==> config.mk <==
export PLATFORM = sky130hd
export DESIGN_NAME = uart_dma_handshake
export DESIGN_NICKNAME = d
export VERILOG_FILES = /design/src/rtl/uart_dma_pkg.sv /design/src/rtl/uart_dma_occ_sel.sv /design/src/rtl/uart_dma_tx_ctl.sv /design/src/rtl/uart_dma_rx_ctl.sv /design/src/rtl/uart_dma_handshake.sv
export SDC_FILE = /design/constraint.sdc
export NUM_CORES = 1
export LEC_CHECK = 0
export BUFFER_PORTS_ARGS = -buffer_cell sky130_fd_sc_hd__buf_4
export CAP_MARGIN = 25
export CORE_AREA = 2 2 40 42
export CTS_CLUSTER_SIZE = 14
export DETAILED_ROUTE_END_ITERATION = 6
export DIE_AREA = 0 0 42 44
export PLACE_DENSITY = 0.77
export SYNTH_ARGS = -nofsm -noshare
export SYNTH_HDL_FRONTEND = slang
export SYNTH_SLANG_ARGS = --single-unit
==> constraint.sdc <==
create_clock -name clk_i -period 1.1 [get_ports clk_i]
set_clock_uncertainty 0.05 [all_clocks]
set_input_delay 0.22 -clock clk_i [delete_from_list [all_inputs] [get_ports clk_i]]
set_output_delay 0.22 -clock clk_i [all_outputs]
set_load 0.005 [all_outputs]
==> src/rtl/uart_dma_pkg.sv <==
package uart_dma_pkg;
  typedef enum logic [1:0] {
    TRIG_A = 2'b00,
    TRIG_B = 2'b01,
    TRIG_C = 2'b10,
    TRIG_D = 2'b11
  } trig_sel_e;
endpackage

==> src/rtl/uart_dma_occ_sel.sv <==
module uart_dma_occ_sel #(
  parameter int DEPTH = 16,
  parameter int CNT_W = $clog2(DEPTH + 1)
) (
  input  logic             fifo_en_i,
  input  logic [CNT_W-1:0] cnt_i,
  input  logic             hreg_busy_i,
  input  logic             flush_i,
  output logic [CNT_W-1:0] occ_o
);
  localparam logic [CNT_W-1:0] DepthC = CNT_W'(DEPTH);

  always_comb begin
    if (flush_i)        occ_o = '0;
    else if (!fifo_en_i) occ_o = hreg_busy_i ? CNT_W'(1) : '0;
    else if (cnt_i > DepthC) occ_o = DepthC;  // clamp stray counts
    else                occ_o = cnt_i;
  end
endmodule

==> src/rtl/uart_dma_tx_ctl.sv <==
module uart_dma_tx_ctl #(
  parameter int DEPTH = 16,
  parameter int CNT_W = $clog2(DEPTH + 1)
) (
  input  logic             clk_i,
  input  logic             rst_ni,
  input  logic             fifo_en_i,
  input  logic             blk_mode_i,
  input  logic             ie_i,
  input  logic             tsr_empty_i,
  input  logic [CNT_W-1:0] occ_i,
  output logic             rdy_n_o,
  output logic             irq_o,
  output logic             empty_o,
  output logic             idle_o
);
  logic [CNT_W-1:0] depth_lim;
  logic             empty, rdy;

  always_comb begin
    depth_lim = fifo_en_i ? CNT_W'(DEPTH) : CNT_W'(1);
    empty     = (occ_i == '0);
    rdy       = blk_mode_i ? (occ_i < depth_lim) : empty;
  end

  always_ff @(posedge clk_i or negedge rst_ni) begin
    if (!rst_ni) begin
      rdy_n_o <= 1'b1;
      irq_o   <= 1'b0;
      empty_o <= 1'b1;
      idle_o  <= 1'b1;
    end else begin
      rdy_n_o <= ~rdy;
      irq_o   <= ie_i & empty;
      empty_o <= empty;
      idle_o  <= empty & tsr_empty_i;
    end
  end
endmodule

==> src/rtl/uart_dma_rx_ctl.sv <==
module uart_dma_rx_ctl
  import uart_dma_pkg::*;
#(
  parameter int DEPTH  = 16,
  parameter int CNT_W  = $clog2(DEPTH + 1),
  parameter int TRIG_A_LVL = 1,
  parameter int TRIG_B_LVL = 4,
  parameter int TRIG_C_LVL = 8,
  parameter int TRIG_D_LVL = 14
) (
  input  logic             clk_i,
  input  logic             rst_ni,
  input  logic             fifo_en_i,
  input  logic             blk_mode_i,
  input  logic             ie_i,
  input  trig_sel_e        trig_sel_i,
  input  logic [CNT_W-1:0] occ_i,
  output logic             rdy_n_o,
  output logic             irq_o,
  output logic             avail_o
);
  logic [CNT_W-1:0] trig_lvl;
  logic             nonempty, at_trig, hold_q, hold_d, rdy;

  always_comb begin
    unique case (trig_sel_i)
      TRIG_A:  trig_lvl = CNT_W'(TRIG_A_LVL);
      TRIG_B:  trig_lvl = CNT_W'(TRIG_B_LVL);
      TRIG_C:  trig_lvl = CNT_W'(TRIG_C_LVL);
      default: trig_lvl = CNT_W'(TRIG_D_LVL);
    endcase
    if (!fifo_en_i) trig_lvl = CNT_W'(1);
    nonempty = (occ_i != '0);
    at_trig  = (occ_i >= trig_lvl);
    // hysteresis: set at trigger, clear only when drained
    if (!nonempty)   hold_d = 1'b0;
    else if (at_trig) hold_d = 1'b1;
    else             hold_d = hold_q;
    rdy = blk_mode_i ? hold_d : nonempty;
  end

  always_ff @(posedge clk_i or negedge rst_ni) begin
    if (!rst_ni) begin
      hold_q  <= 1'b0;
      rdy_n_o <= 1'b1;
      irq_o   <= 1'b0;
      avail_o <= 1'b0;
    end else begin
      hold_q  <= hold_d;
      rdy_n_o <= ~rdy;
      irq_o   <= ie_i & (blk_mode_i ? at_trig : nonempty);
      avail_o <= nonempty;
    end
  end
endmodule

==> src/rtl/uart_dma_handshake.sv <==
module uart_dma_handshake
  import uart_dma_pkg::*;
#(
  parameter int DEPTH      = 16,
  parameter int CNT_W      = $clog2(DEPTH + 1),
  parameter int TRIG_A_LVL = 1,
  parameter int TRIG_B_LVL = 4,
  parameter int TRIG_C_LVL = 8,
  parameter int TRIG_D_LVL = 14
) (
  input  logic             clk_i,
  input  logic             rst_ni,
  input  logic             fifo_en_i,
  input  logic             blk_mode_i,
  input  logic [1:0]       trig_sel_i,
  input  logic             rx_ie_i,
  input  logic             tx_ie_i,
  input  logic [CNT_W-1:0] tx_cnt_i,
  input  logic [CNT_W-1:0] rx_cnt_i,
  input  logic             thr_empty_i,
  input  logic             rhr_full_i,
  input  logic             tsr_empty_i,
  input  logic             tx_fifo_rst_i,
  input  logic             rx_fifo_rst_i,
  output logic             txrdy_n_o,
  output logic             rxrdy_n_o,
  output logic             tx_irq_o,
  output logic             rx_irq_o,
  output logic             data_ready_o,
  output logic             thr_empty_o,
  output logic             tx_idle_o
);
  logic [CNT_W-1:0] tx_occ, rx_occ;

  uart_dma_occ_sel #(.DEPTH(DEPTH), .CNT_W(CNT_W)) u_tx_occ (
    .fifo_en_i  (fifo_en_i),
    .cnt_i      (tx_cnt_i),
    .hreg_busy_i(~thr_empty_i),
    .flush_i    (tx_fifo_rst_i),
    .occ_o      (tx_occ)
  );

  uart_dma_occ_sel #(.DEPTH(DEPTH), .CNT_W(CNT_W)) u_rx_occ (
    .fifo_en_i  (fifo_en_i),
    .cnt_i      (rx_cnt_i),
    .hreg_busy_i(rhr_full_i),
    .flush_i    (rx_fifo_rst_i),
    .occ_o      (rx_occ)
  );

  uart_dma_tx_ctl #(.DEPTH(DEPTH), .CNT_W(CNT_W)) u_tx_ctl (
    .clk_i      (clk_i),
    .rst_ni     (rst_ni),
    .fifo_en_i  (fifo_en_i),
    .blk_mode_i (blk_mode_i),
    .ie_i       (tx_ie_i),
    .tsr_empty_i(tsr_empty_i),
    .occ_i      (tx_occ),
    .rdy_n_o    (txrdy_n_o),
    .irq_o      (tx_irq_o),
    .empty_o    (thr_empty_o),
    .idle_o     (tx_idle_o)
  );

  uart_dma_rx_ctl #(
    .DEPTH(DEPTH), .CNT_W(CNT_W),
    .TRIG_A_LVL(TRIG_A_LVL), .TRIG_B_LVL(TRIG_B_LVL),
    .TRIG_C_LVL(TRIG_C_LVL), .TRIG_D_LVL(TRIG_D_LVL)
  ) u_rx_ctl (
    .clk_i     (clk_i),
    .rst_ni    (rst_ni),
    .fifo_en_i (fifo_en_i),
    .blk_mode_i(blk_mode_i),
    .ie_i      (rx_ie_i),
    .trig_sel_i(trig_sel_e'(trig_sel_i)),
    .occ_i     (rx_occ),
    .rdy_n_o   (rxrdy_n_o),
    .irq_o     (rx_irq_o),
    .avail_o   (data_ready_o)
  );
endmodule

==> results of run 1 <==
[routing by layer]
| layer | track usage, % | vias to the layer above | part of all wire (%) | routed length (um) |
|---|---|---|---|---|
| li1 | - | 271 | - | - |
| met1 | 16.9 | 251 | 38 | 485 |
| met3 | 3.75 | 2 | 5.2 | 67 |
| met5 | 0 | - | 0 | 0 |
| met4 | 11.0 | 0 | 1.2 | 15 |
| met2 | 29.1 | 17 | 56 | 724 |
[worst max-delay path, cell delays in order]
cell	delay, ns
sky130_fd_sc_hd__buf_6	0.10
sky130_fd_sc_hd__and2b_4	0.28
sky130_fd_sc_hd__a31oi_4	0.11
sky130_fd_sc_hd__ha_4	0.28
sky130_fd_sc_hd__nor2b_2	0.03
sky130_fd_sc_hd__o21ai_1	0.12
sky130_fd_sc_hd__nand2_1	0.11
sky130_fd_sc_hd__a221oi_2	0.21
[repair_timing]
| action | 4_1_cts | 5_1_grt |
|---|---|---|
| gates resized for setup | 5 | 6 |
| endpoints found under the hold margin | 8 | 0 |
| endpoints found under the setup margin | 7 | 8 |
| gates cloned | 0 | 0 |
| hold buffers | 1 | 0 |
| pin swaps | 5 | 5 |
| setup buffers | 0 | 0 |
[flip-flops by register name, indices dropped and copies added, names as in the netlist]
register / count
u_rx_ctl.avail_o: 1
u_rx_ctl.irq_o: 1
u_tx_ctl.rdy_n_o: 1
u_tx_ctl.empty_o: 1
u_tx_ctl.idle_o: 1
u_rx_ctl.rdy_n_o: 1
u_tx_ctl.irq_o: 1
u_rx_ctl.hold_q: 1
[synthesized netlist by cell type (2+ instances only)]
library cell / count
sky130_fd_sc_hd__dfstp_2: 4
sky130_fd_sc_hd__dfrtp_1: 4
sky130_fd_sc_hd__nand2_1: 4
sky130_fd_sc_hd__inv_1: 6
sky130_fd_sc_hd__ha_1: 5
sky130_fd_sc_hd__and3_2: 3
sky130_fd_sc_hd__nor2b_1: 3
sky130_fd_sc_hd__a221oi_2: 2
sky130_fd_sc_hd__o21ai_0: 3
sky130_fd_sc_hd__a21oi_1: 3
sky130_fd_sc_hd__a211oi_1: 3
[logic make-up (layout without fill, tap and decap cells)]
group,count (synthesis),after routing
AOI/OAI and AO/OA,14,14
adders and majority gates,5,5
and+or+nand+nor,18,18
DFF,8,8
buffers and inverters,7,47
[through the flow]
| stage | hold slack (ns) | std cells | total power, mW | instance area (um^2) | setup TNS [ns] |
|---|---|---|---|---|---|
| after global routing | 0.136 | 108 | 0.908 | 967 | -1.04 |
| after CTS | 0.142 | 108 | 0.844 | 941 | -0.878 |
| after global placement | -0.0140 | 104 | 0.598 | 890 | -2.08 |
| after detailed placement | -0.00756 | 104 | 0.608 | 890 | -2.19 |
| after floorplan | -0.126 | 52 | 0.459 | 607 | -1.22 |
| final | 0.146 | 108 | 0.844 | 967 | -0.821 |
[path summary, 6_finish.rpt]
| path | end | startpoint | depth (start not counted) | slack (ns) |
|---|---|---|---|---|
| hold reg to reg | u_rx_ctl.hold_q | u_rx_ctl.hold_q | 2 | 0.51 |
| setup / recovery | u_rx_ctl.irq_o | rx_fifo_rst_i | 8 | -0.26 |
| min in group asynchronous | u_rx_ctl.irq_o | rst_ni | 2 | 0.28 |
| hold / removal | u_tx_ctl.irq_o | tx_ie_i | 2 | 0.15 |
| setup reg to reg | u_rx_ctl.rdy_n_o | u_rx_ctl.hold_q | 2 | 0.17 |
| max in group asynchronous | u_rx_ctl.rdy_n_o | rst_ni | 2 | 0.51 |
[area by class of cell]
class,count,area (um^2),area share (%)
sequential,8,205,21.2
inverter,6,22.5,2.33
tap,16,20.0,2.07
multi-input combinational,37,383,39.6
timing repair buffer,38,314,32.5
clock buffer,3,22.5,2.33
[power by group]
| part | switching (mW) | internal, mW |
|---|---|---|
| combinational | 0.113 | 0.175 |
| clock | 0.0912 | 0.124 |
| sequential | 0.0111 | 0.330 |
==> parameters.txt, run 1 <==
Parameter                              Value

Outcome
  Run status    complete, but fails checks
  Failing checks    setup timing

Critical path
  Required arrival time at the worst endpoint    1.21 ns
  Startpoint type of the worst setup path    primary input
  Arrival time at the worst endpoint    1.46 ns
  Biggest fanout along the worst timing path    5
  Kind of end point of the critical path    register
  Path type of the worst setup path    primary input to register

Floorplan
  Effective utilization at floorplan    39.5%
  Die Span Y    44 um
  Die outline area    0.00185 mm^2
  # IOs    30
  Total number of placement rows    14
  Die width    42 um
  Std-Cell Core Area    0.00142 mm^2

Routing
  Drt total wl    1.29 mm
  Wire length per cell    12.0 um
  Count of vias placed by the detailed router    541
  Number of vias per cell    5.01
  Router iterations before antenna repair    3
  Remaining design rule violation count    0
  Drt first-iter violations    1
  ANT nets after route    0

Clock network
  Deepest level of the CTS H-tree    1
  Clock transition at path regs    0.05 ns
  CTS tree    built
  Sink Count    8
  CTS root buffer    sky130_fd_sc_hd__clkbuf_4
  Clock buffer count from CTS    3
  Maximum number of buffers from clock root to sink    2
  Clock latency of the later-clocked register in the worst-skew pair    0.24 ns

Timing
  Count of final max-slew check failures    0
  Transition at the pin with the smallest max-transition slack    0.401 ns
  Final hold violation count    0
  Number of setup violations in the final report    7
  Fmax achieved    0.738 GHz
  Unrepaired setup endpoints after global routing    true
  Worst slew slack as a fraction of its limit    73.0%
  Worst-case setup margin in the final layout    -0.255 ns
  Final Critical Period    1.36 ns
  Share of the clock period used by the worst path    123%

Synth
  Dominant combinational cell family by area after synthesis    simple AND/OR/NAND/NOR gates
  Fraction of post-synthesis cell area in the top cell type by area    18.8%
  Netlist area before placement    561 um^2
  Synth Register Bits    8
  Xor/xnor share of the synthesized area    0%
  Simple logic cell fraction of the synthesized area    23.4%
  Number of different library cells in the post-synthesis netlist    23
  Cell taking the most area after synthesis    sky130_fd_sc_hd__dfstp_2
  Async SR Flop Fraction    100%
  Fraction of the mapped netlist area in adder cells    11.2%
  Portion of netlist area occupied by mux cells    0%
  Fraction of the mapped netlist area in compound gates    22.8%
  Avg Synthesized Cell Area    10.8 um^2
  Main flop type after synthesis    sky130_fd_sc_hd__dfstp_2
  Syn_nets    80
  Synth Warn #    0
  Number of instances in the synthesized netlist    52
  Seq/Total Area, Yosys    36.6%
  Dominant cells by area after synthesis    sky130_fd_sc_hd__dfstp_2 19%, sky130_fd_sc_hd__dfrtp_1 18%, sky130_fd_sc_hd__ha_1 11%
  Post-synth EDFFs    0

Global route
  Via count of the first global-routing pass    553
  Maximum number of pins on one net before global-route repair    9
  Antenna violations before repair    0
  GR Overflow Total    0
  Total GRT Usage    16.2%
  Global-route wire length before repair    2.21 mm

Finish
  Share of layout cells above drive strength 1    68.5%
  Net count reported at finish    122
  Number of fillers in the final layout    109
  Layout overhead on the synthesized area    72.5%
  Utilization after layout    68.2%
  Leading cell types in the layout, fill and taps excluded    30 x sky130_fd_sc_hd__buf_4, 7 x sky130_fd_sc_hd__buf_6, 5 x sky130_fd_sc_hd__inv_1
  Commonest non-fill, non-tap cell in the layout    sky130_fd_sc_hd__buf_4
  Count of inserted antenna diode cells    0

Power
  LEAKAGE    0.455 nW
  Largest vdd supply drop    0.000332 V
  Cell Pwr Density    873 mW/mm^2

Placed design
  Global placer's final weighted congestion    0.740
  Post-Place Setup Slack    -0.538 ns
  Detailed Place HPWL    1.12 mm
  Count of buffers from port buffering    29

Job
  Max Cap Violations    0

Hold path
  Hold crit path type    primary input to register
(Power assumes the default switching activity.)
==> run 2, diff against run 1 <==
CORE_AREA = 2 2 39 41   (was 2 2 40 42)
DIE_AREA = 0 0 41 43   (was 0 0 42 44)
PLACE_DENSITY = 0.81   (was 0.77)
SETUP_SLACK_MARGIN = 0.1   (was default)
clock period = 1.75 ns   (was 1.1 ns; I/O delays follow)
==> run 2 against run 1 <==
Compared with the run above: the flow now finishes without violations; register-to-register slack gained 0.57 ns; cell area decreased by 9.6%; sequential power shrank 38%; clock power decreased by 35%; non-clock buffer count down 5; first-iteration DRC count grew to 15 times the previous value; critical path type unchanged; critical endpoint is now u_rx_ctl.rdy_n_o; largest cell class unchanged; highest routed layer unchanged.
==> parameters.txt, run 2 (synthesized netlist as in run 1, its figures left out) <==
Parameter                              Value

Outcome
  Run status    finished, final reports clean (was complete, but fails checks)

Critical path
  Arrival time at the worst endpoint    1.69 ns (was 1.46 ns)
  Number of buffer and inverter stages on the critical path    1 (unchanged)
  Cell-by-cell listing of the critical path    buf_4, and2b_4, and3_4, ha_4, a21oi_1, o21ai_1, nand2_1, a31o_2 (was buf_6, and2b_4, a31oi_4, ha_4, nor2b_2, o21ai_1, nand2_1, a221oi_2)
  Worst reg2reg setup slack    0.74 ns (was 0.17 ns)
  Path type of the worst setup path    primary input to register (unchanged)
  Peak per-stage delay on the critical path    0.29 ns (was 0.28 ns)
  Kind of end point of the critical path    register (unchanged)
  Biggest fanout along the worst timing path    6 (was 5)
  Cell at the slowest stage of the critical path    sky130_fd_sc_hd__and2b_4 (unchanged)
  Startpoint type of the worst setup path    primary input (unchanged)
  Cell type group with the largest total delay on the critical path    simple AND/OR/NAND/NOR gates (was compound AO/OA/AOI/OAI gates)
  Required arrival time at the worst endpoint    1.90 ns (was 1.21 ns)

Power
  Combinational fraction of design power    30.7% (was 34.0%)
  Cell-internal power    0.376 mW (was 0.630 mW)
  Largest vdd supply drop    0.000299 V (was 0.000332 V)
  Part of the power in the clock network    27.5% (was 25.5%)
  Cell Pwr Density    580 mW/mm^2 (was 873 mW/mm^2)
  Switching share of power    25.8% (was 25.4%)
  Sum of internal, switching and leakage power    0.507 mW (was 0.844 mW)
  Proportion of power drawn by flip-flops and latches    41.8% (was 40.5%)
  Net load switching power    0.131 mW (was 0.215 mW)
  LEAKAGE    0.418 nW (was 0.455 nW)

Timing
  Worst slew slack as a fraction of its limit    73.7% (was 73.0%)
  Final Critical Period    1.54 ns
  Share of the clock period used by the worst path    87.8%
  Transition at the pin with the smallest max-transition slack    0.390 ns (was 0.401 ns)
  Final-layout setup total negative slack    0 ns (was -0.821 ns)
  Count of final max-slew check failures    0 (unchanged)
  Final hold violation count    0 (unchanged)
  Number of setup violations in the final report    0 (was 7)
  Unrepaired setup endpoints after global routing    false (was true)
  Fmax achieved    0.651 GHz

Global route
  Antenna violations before repair    0 (unchanged)
  Via count of the first global-routing pass    485 (was 553)
  Global-route wire length before repair    1.88 mm (was 2.21 mm)
  GR Overflow Total    0 (unchanged)
  Total GRT Usage    15.8% (was 16.2%)
  Maximum number of pins on one net before global-route repair    9 (unchanged)

Floorplan
  Die Span Y    43 um (was 44 um)
  Std-Cell Core Area    0.00138 mm^2 (was 0.00142 mm^2)
  Die width    41 um (was 42 um)
  # IOs    30 (unchanged)
  Total number of placement rows    14 (unchanged)
  Effective utilization at floorplan    40.5% (was 39.5%)
  Die outline area    0.00176 mm^2 (was 0.00185 mm^2)

Job
  Max Cap Violations    0 (unchanged)

Finish
  Layout overhead on the synthesized area    56.0% (was 72.5%)
  Final instance area    875 um^2 (was 967 um^2)
  Commonest non-fill, non-tap cell in the layout    sky130_fd_sc_hd__buf_4 (unchanged)
  Share of layout cells above drive strength 1    59.8% (was 68.5%)
  Count of inserted antenna diode cells    0 (unchanged)
  Number of cells in the finished layout apart from fillers    103 (was 108)
  Leading cell types in the layout, fill and taps excluded    32 x sky130_fd_sc_hd__buf_4, 6 x sky130_fd_sc_hd__inv_1, 4 x sky130_fd_sc_hd__nand2_1, 4 x sky130_fd_sc_hd__dfrtp_1, 4 x sky130_fd_sc_hd__dfstp_2 (was 30 x sky130_fd_sc_hd__buf_4, 7 x sky130_fd_sc_hd__buf_6, 5 x sky130_fd_sc_hd__inv_1)
  Net count reported at finish    117 (was 122)

Placed design
  Count of buffers from port buffering    29 (unchanged)
  Global placer's final weighted congestion    0.816 (was 0.740)
  Detailed Place HPWL    1.03 mm (was 1.12 mm)
  Instance area at placement    842 um^2 (was 890 um^2)
  Placed cells    99 (was 104)

Routing
  Remaining design rule violation count    0 (unchanged)
  Wire length per cell    11.3 um (was 12.0 um)
  Drt first-iter violations    15 (was 1)
  ANT nets after route    0 (unchanged)
  Router iterations before antenna repair    4 (was 3)
  Count of vias placed by the detailed router    512 (was 541)
  Drt total wl    1.16 mm (was 1.29 mm)
  Number of vias per cell    4.97 (was 5.01)

Clock network
  Sink Count    8 (unchanged)
  Clock buffer count from CTS    3 (unchanged)
  Maximum number of buffers from clock root to sink    2 (unchanged)
  Deepest level of the CTS H-tree    1 (unchanged)
  Clock transition at path regs    0.05 ns (about the same)
  CTS tree    built (unchanged)
  Clock latency of the later-clocked register in the worst-skew pair    0.25 ns (was 0.24 ns)
  CTS root buffer    sky130_fd_sc_hd__clkbuf_4 (unchanged)

Hold path
  Hold crit path type    primary input to register (unchanged)
[run 2: area by class of cell]
| class | instances | area (um^2) |
|---|---|---|
| Fill cell | 116 | 509 |
| Inverter | 6 | 22.5 |
| Multi-Input combinational cell | 37 | 354 |
| Timing Repair Buffer | 33 | 250 |
| Sequential cell | 8 | 205 |
| Clock buffer | 3 | 22.5 |
| Tap cell | 16 | 20.0 |
[run 2: worst register-to-register path, cell delays in order, from the launching register on]
cell and delay [ns]:
sky130_fd_sc_hd__dfrtp_1 0.37, sky130_fd_sc_hd__a211oi_1 0.32, sky130_fd_sc_hd__a31o_2 0.22
[run 2: per-stage QoR]
step / hold WS [ns] / setup slack (ns) / util, %
6_report: 0.267 / 0.214 / 63.2
5_1_grt: 0.275 / 0.148 / 63.2
4_1_cts: 0.266 / 0.216 / 63.2
3_5_place_dp: 0.119 / -0.0505 / 60.8
3_3_place_gp: 0.117 / 0.00393 / 60.8
2_1_floorplan: 0.00441 / 0.0836 / -
[run 2: worst paths after layout]
check / from / to / cells past startpoint
max: rx_fifo_rst_i / u_rx_ctl.rdy_n_o / 8
min: tsr_empty_i / u_tx_ctl.idle_o / 2
max reg2reg: u_rx_ctl.hold_q / u_rx_ctl.rdy_n_o / 2
min reg2reg: u_rx_ctl.hold_q / u_rx_ctl.hold_q / 2
max in group asynchronous: rst_ni / u_tx_ctl.idle_o / 2
min in group asynchronous: rst_ni / u_rx_ctl.avail_o / 2
[run 2: layer usage]
layer	wire length, um	share of wire, %	GRT usage, %
met3	72	6.2	3.14
met5	0	0	0
met1	429	37	18.4
met4	19	1.6	8.00
met2	637	55	25.6
[run 2: what timing repair did]
item	CTS	global route
gates resized for setup	0	0
hold endpoints to repair	4	0
hold buffers	1	0
setup buffers	0	0
[run 2: power by group through the flow]
stage	clock (mW)	combinational, mW	sequential (mW)
4_1_cts	0.141	0.157	0.213
3_3_place_gp	0	0.150	0.214
5_1_grt	0.152	0.172	0.214
6_report	0.139	0.156	0.212
3_5_place_dp	0	0.154	0.215
2_1_floorplan	0	0.0697	0.216
==> run 3, diff against run 2 <==
PLACE_DENSITY = 0.82   (was 0.81)
SYNTH_HIERARCHICAL = 1   (was default)
==> run 3 against run 2 <==
Compared with the run above: synthesized cell count rose by 12%; combinational power rose by 12%; hold slack got worse by 0.0078 ns; first-iteration DRC count fell by 100%; sequential power rose by 4%; global-route usage rose by 0.89 points; sequential share of layout area fell by 1.1 points; critical path depth fell by 1; die area did not move; power rose by 6.9%; count of clock-buffer cells in the layout rose by 1.
==> parameters.txt, run 3 <==
Parameter                              Value

Floorplan
  Effective utilization at floorplan    41.2% (was 40.5%)
  Die width    41 um (unchanged)
  Die Span Y    43 um (unchanged)
  Std-Cell Core Area    0.00138 mm^2 (unchanged)
  # IOs    30 (unchanged)
  Die outline area    0.00176 mm^2 (unchanged)
  Total number of placement rows    14 (unchanged)

Synth
  Main flop type after synthesis    sky130_fd_sc_hd__dfstp_2 (unchanged)
  Number of instances in the synthesized netlist    58 (was 52)
  Seq/Total Area, Yosys    36.0% (was 36.6%)
  Syn_nets    86 (was 80)
  Most used standard cell by instance count after synthesis    sky130_fd_sc_hd__and2_1 (was sky130_fd_sc_hd__inv_1)
  Post-synth EDFFs    0 (unchanged)
  Number of different library cells in the post-synthesis netlist    25 (was 23)
  Synth Warn #    6 (was 0)
  Avg Synthesized Cell Area    9.84 um^2 (was 10.8 um^2)
  Cell types with the highest counts after synthesis    8 x sky130_fd_sc_hd__and2_1, 7 x sky130_fd_sc_hd__inv_1, 5 x sky130_fd_sc_hd__ha_1 (was 6 x sky130_fd_sc_hd__inv_1, 5 x sky130_fd_sc_hd__ha_1, 4 x sky130_fd_sc_hd__dfrtp_1, 4 x sky130_fd_sc_hd__dfstp_2, 4 x sky130_fd_sc_hd__nand2_1)
  Cell taking the most area after synthesis    sky130_fd_sc_hd__dfstp_2 (unchanged)
  Synth Register Bits    8 (unchanged)
  Fraction of post-synthesis cell area in the top cell type by area    18.4% (was 18.8%)
  Dominant cells by area after synthesis    sky130_fd_sc_hd__dfstp_2 18%, sky130_fd_sc_hd__dfrtp_1 18%, sky130_fd_sc_hd__ha_1 11% (was sky130_fd_sc_hd__dfstp_2 19%, sky130_fd_sc_hd__dfrtp_1 18%, sky130_fd_sc_hd__ha_1 11%)
  Netlist area before placement    571 um^2 (was 561 um^2)
  Async SR Flop Fraction    100% (unchanged)

Placed design
  Global placer's final weighted congestion    0.872 (was 0.816)
  Count of buffers from port buffering    29 (unchanged)
  Instance area at placement    856 um^2 (was 842 um^2)

Power
  Combinational fraction of design power    32.3% (was 30.7%)
  Switching share of power    25.1% (was 25.8%)
  Cell-internal power    0.406 mW (was 0.376 mW)
  Proportion of power drawn by flip-flops and latches    40.7% (was 41.8%)
  Part of the power in the clock network    26.9% (was 27.5%)
  LEAKAGE    0.453 nW (was 0.418 nW)
  Net load switching power    0.136 mW (was 0.131 mW)
  Largest vdd supply drop    0.000227 V (was 0.000299 V)
  Cell Pwr Density    591 mW/mm^2 (was 580 mW/mm^2)

Clock network
  Post-CTS setup repair buffer count    0 (unchanged)
  Deepest level of the CTS H-tree    1 (unchanged)
  Sink Count    8 (unchanged)
  CTS tree    built (unchanged)
  Maximum number of buffers from clock root to sink    2 (unchanged)
  Clock buffer count from CTS    3 (unchanged)
  CTS root buffer    sky130_fd_sc_hd__clkbuf_4 (unchanged)
  Clock transition at path regs    0.06 ns (was 0.05 ns)
  Clock latency of the later-clocked register in the worst-skew pair    0.25 ns (about the same)

Routing
  Drt first-iter violations    0 (was 15)
  Count of vias placed by the detailed router    551 (was 512)
  Router iterations before antenna repair    1 (was 4)
  Remaining design rule violation count    0 (unchanged)
  Drt total wl    1.27 mm (was 1.16 mm)
  ANT nets after route    0 (unchanged)
  Number of vias per cell    4.92 (was 4.97)
  Wire length per cell    11.4 um (was 11.3 um)

Global route
  Total GRT Usage    16.6% (was 15.8%)
  Global-route wire length before repair    2.01 mm (was 1.88 mm)
  GR Overflow Total    0 (unchanged)
  Antenna violations before repair    0 (unchanged)
  Maximum number of pins on one net before global-route repair    9 (unchanged)
  Via count of the first global-routing pass    559 (was 485)

Critical path
  Kind of end point of the critical path    register (unchanged)
  Worst reg2reg setup slack    1.01 ns (was 0.74 ns)
  Arrival time at the worst endpoint    1.64 ns (was 1.69 ns)
  Number of buffer and inverter stages on the critical path    1 (unchanged)
  Path type of the worst setup path    primary input to register (unchanged)
  Cell-by-cell listing of the critical path    buf_4, nor3b_4, and2_4, ha_4, a21o_1, a211oi_2, a31oi_1 (was buf_4, and2b_4, and3_4, ha_4, a21oi_1, o21ai_1, nand2_1, a31o_2)
  Cell at the slowest stage of the critical path    sky130_fd_sc_hd__a211oi_2 (was sky130_fd_sc_hd__and2b_4)
  Required arrival time at the worst endpoint    1.82 ns (was 1.90 ns)
  Biggest fanout along the worst timing path    3 (was 6)
  Peak per-stage delay on the critical path    0.30 ns (was 0.29 ns)
  Startpoint type of the worst setup path    primary input (unchanged)
  Cell type group with the largest total delay on the critical path    compound AO/OA/AOI/OAI gates (was simple AND/OR/NAND/NOR gates)

Timing
  Worst slew slack as a fraction of its limit    82.6% (was 73.7%)
  Final Critical Period    1.57 ns (was 1.54 ns)
  Share of the clock period used by the worst path    89.8% (was 87.8%)
  Number of setup violations in the final report    0 (unchanged)
  Fmax achieved    0.636 GHz (was 0.651 GHz)
  Count of final max-slew check failures    0 (unchanged)
  Unrepaired setup endpoints after global routing    false (unchanged)
  Final hold violation count    0 (unchanged)
  Transition at the pin with the smallest max-transition slack    0.261 ns (was 0.390 ns)

Hold path
  Hold crit path type    primary input to register (unchanged)

Finish
  Flip-flop and latch area    205 um^2 (unchanged)
  Leading cell types in the layout, fill and taps excluded    32 x sky130_fd_sc_hd__buf_4, 7 x sky130_fd_sc_hd__inv_1, 7 x sky130_fd_sc_hd__and2_1 (was 32 x sky130_fd_sc_hd__buf_4, 6 x sky130_fd_sc_hd__inv_1, 4 x sky130_fd_sc_hd__nand2_1, 4 x sky130_fd_sc_hd__dfrtp_1, 4 x sky130_fd_sc_hd__dfstp_2)
  Share of layout cells above drive strength 1    55.2% (was 59.8%)
  Number of fillers in the final layout    122 (was 116)
  Net count reported at finish    125 (was 117)
  Area of combinational cells with multiple inputs    369 um^2 (was 354 um^2)
  Layout overhead on the synthesized area    60.7% (was 56.0%)
  Final instance area    917 um^2 (was 875 um^2)
  Utilization after layout    66.3% (was 63.2%)
  Commonest non-fill, non-tap cell in the layout    sky130_fd_sc_hd__buf_4 (unchanged)
  Count of inserted antenna diode cells    0 (unchanged)

Outcome
  Run status    finished, final reports clean (unchanged)

Job
  Max Cap Violations    0 (unchanged)
[run 3: cell type report]
type | count | area share [%]
Clock buffer | 4 | 2.86
Tap cell | 16 | 2.18
Multi-Input combinational cell | 43 | 40.2
Timing Repair Buffer | 34 | 29.5
Sequential cell | 8 | 22.4
Inverter | 7 | 2.86
[run 3: timing repair]
action | in CTS | in global routing
hold buffers | 1 | 0
endpoints found under the setup margin | 0 | 3
gates resized for setup | 0 | 4
hold endpoints to repair | 4 | 0
[run 3: kinds of logic (layout without fill, tap and decap cells)]
family / count (synthesis) / in the layout / share of synthesized area, %
buffers and inverters: 7 / 45 / 4.61
flip-flops: 8 / 8 / 36.0
adder cells (fa/ha/maj): 5 / 5 / 11.0
AND/OR/NAND/NOR: 26 / 26 / 34.4
AO/OA/AOI/OAI: 12 / 12 / 14.0
[run 3: through the flow]
step / TNS [ns] / hold slack (ns) / power [mW] / setup WS (ns) / instances
2_1_floorplan: 0 / 0.00441 / 0.292 / 0.123 / 58
3_3_place_gp: -0.214 / 0.117 / 0.382 / -0.0759 / 107
3_5_place_dp: -0.321 / 0.122 / 0.391 / -0.115 / 107
4_1_cts: 0 / 0.248 / 0.543 / 0.156 / 112
5_1_grt: 0 / 0.258 / 0.583 / 0.119 / 112
6_report: 0 / 0.259 / 0.542 / 0.178 / 112
[run 3: power groups by stage]
stage / clock (mW) / sequential [mW] / combinational [mW]
finish: 0.146 / 0.221 / 0.175
global placement: 0 / 0.222 / 0.160
CTS: 0.153 / 0.221 / 0.169
global route: 0.165 / 0.222 / 0.195
detailed placement: 0 / 0.224 / 0.167
floorplan: 0 / 0.225 / 0.0666
[run 3: worst paths after layout]
path	endpoint	from	cells after the start
setup / recovery	u_rx_ctl/hold_q	rx_cnt_i[4]	7
min in group asynchronous	u_rx_ctl/irq_o	rst_ni	2
hold / removal	u_rx_ctl/irq_o	blk_mode_i	2
setup reg to reg	u_rx_ctl/rdy_n_o	u_rx_ctl/hold_q	2
max in group asynchronous	u_tx_ctl/rdy_n_o	rst_ni	2
hold reg to reg	u_rx_ctl/hold_q	u_rx_ctl/hold_q	2
[run 3: per-layer routing]
layer / routed length [um] / vias up / track usage, %
met5: 0 / - / 0
met4: 0 / 0 / 11.3
met3: 90 / 0 / 1.57
met2: 718 / 23 / 28.7
met1: 464 / 246 / 17.3
li1: - / 282 / -
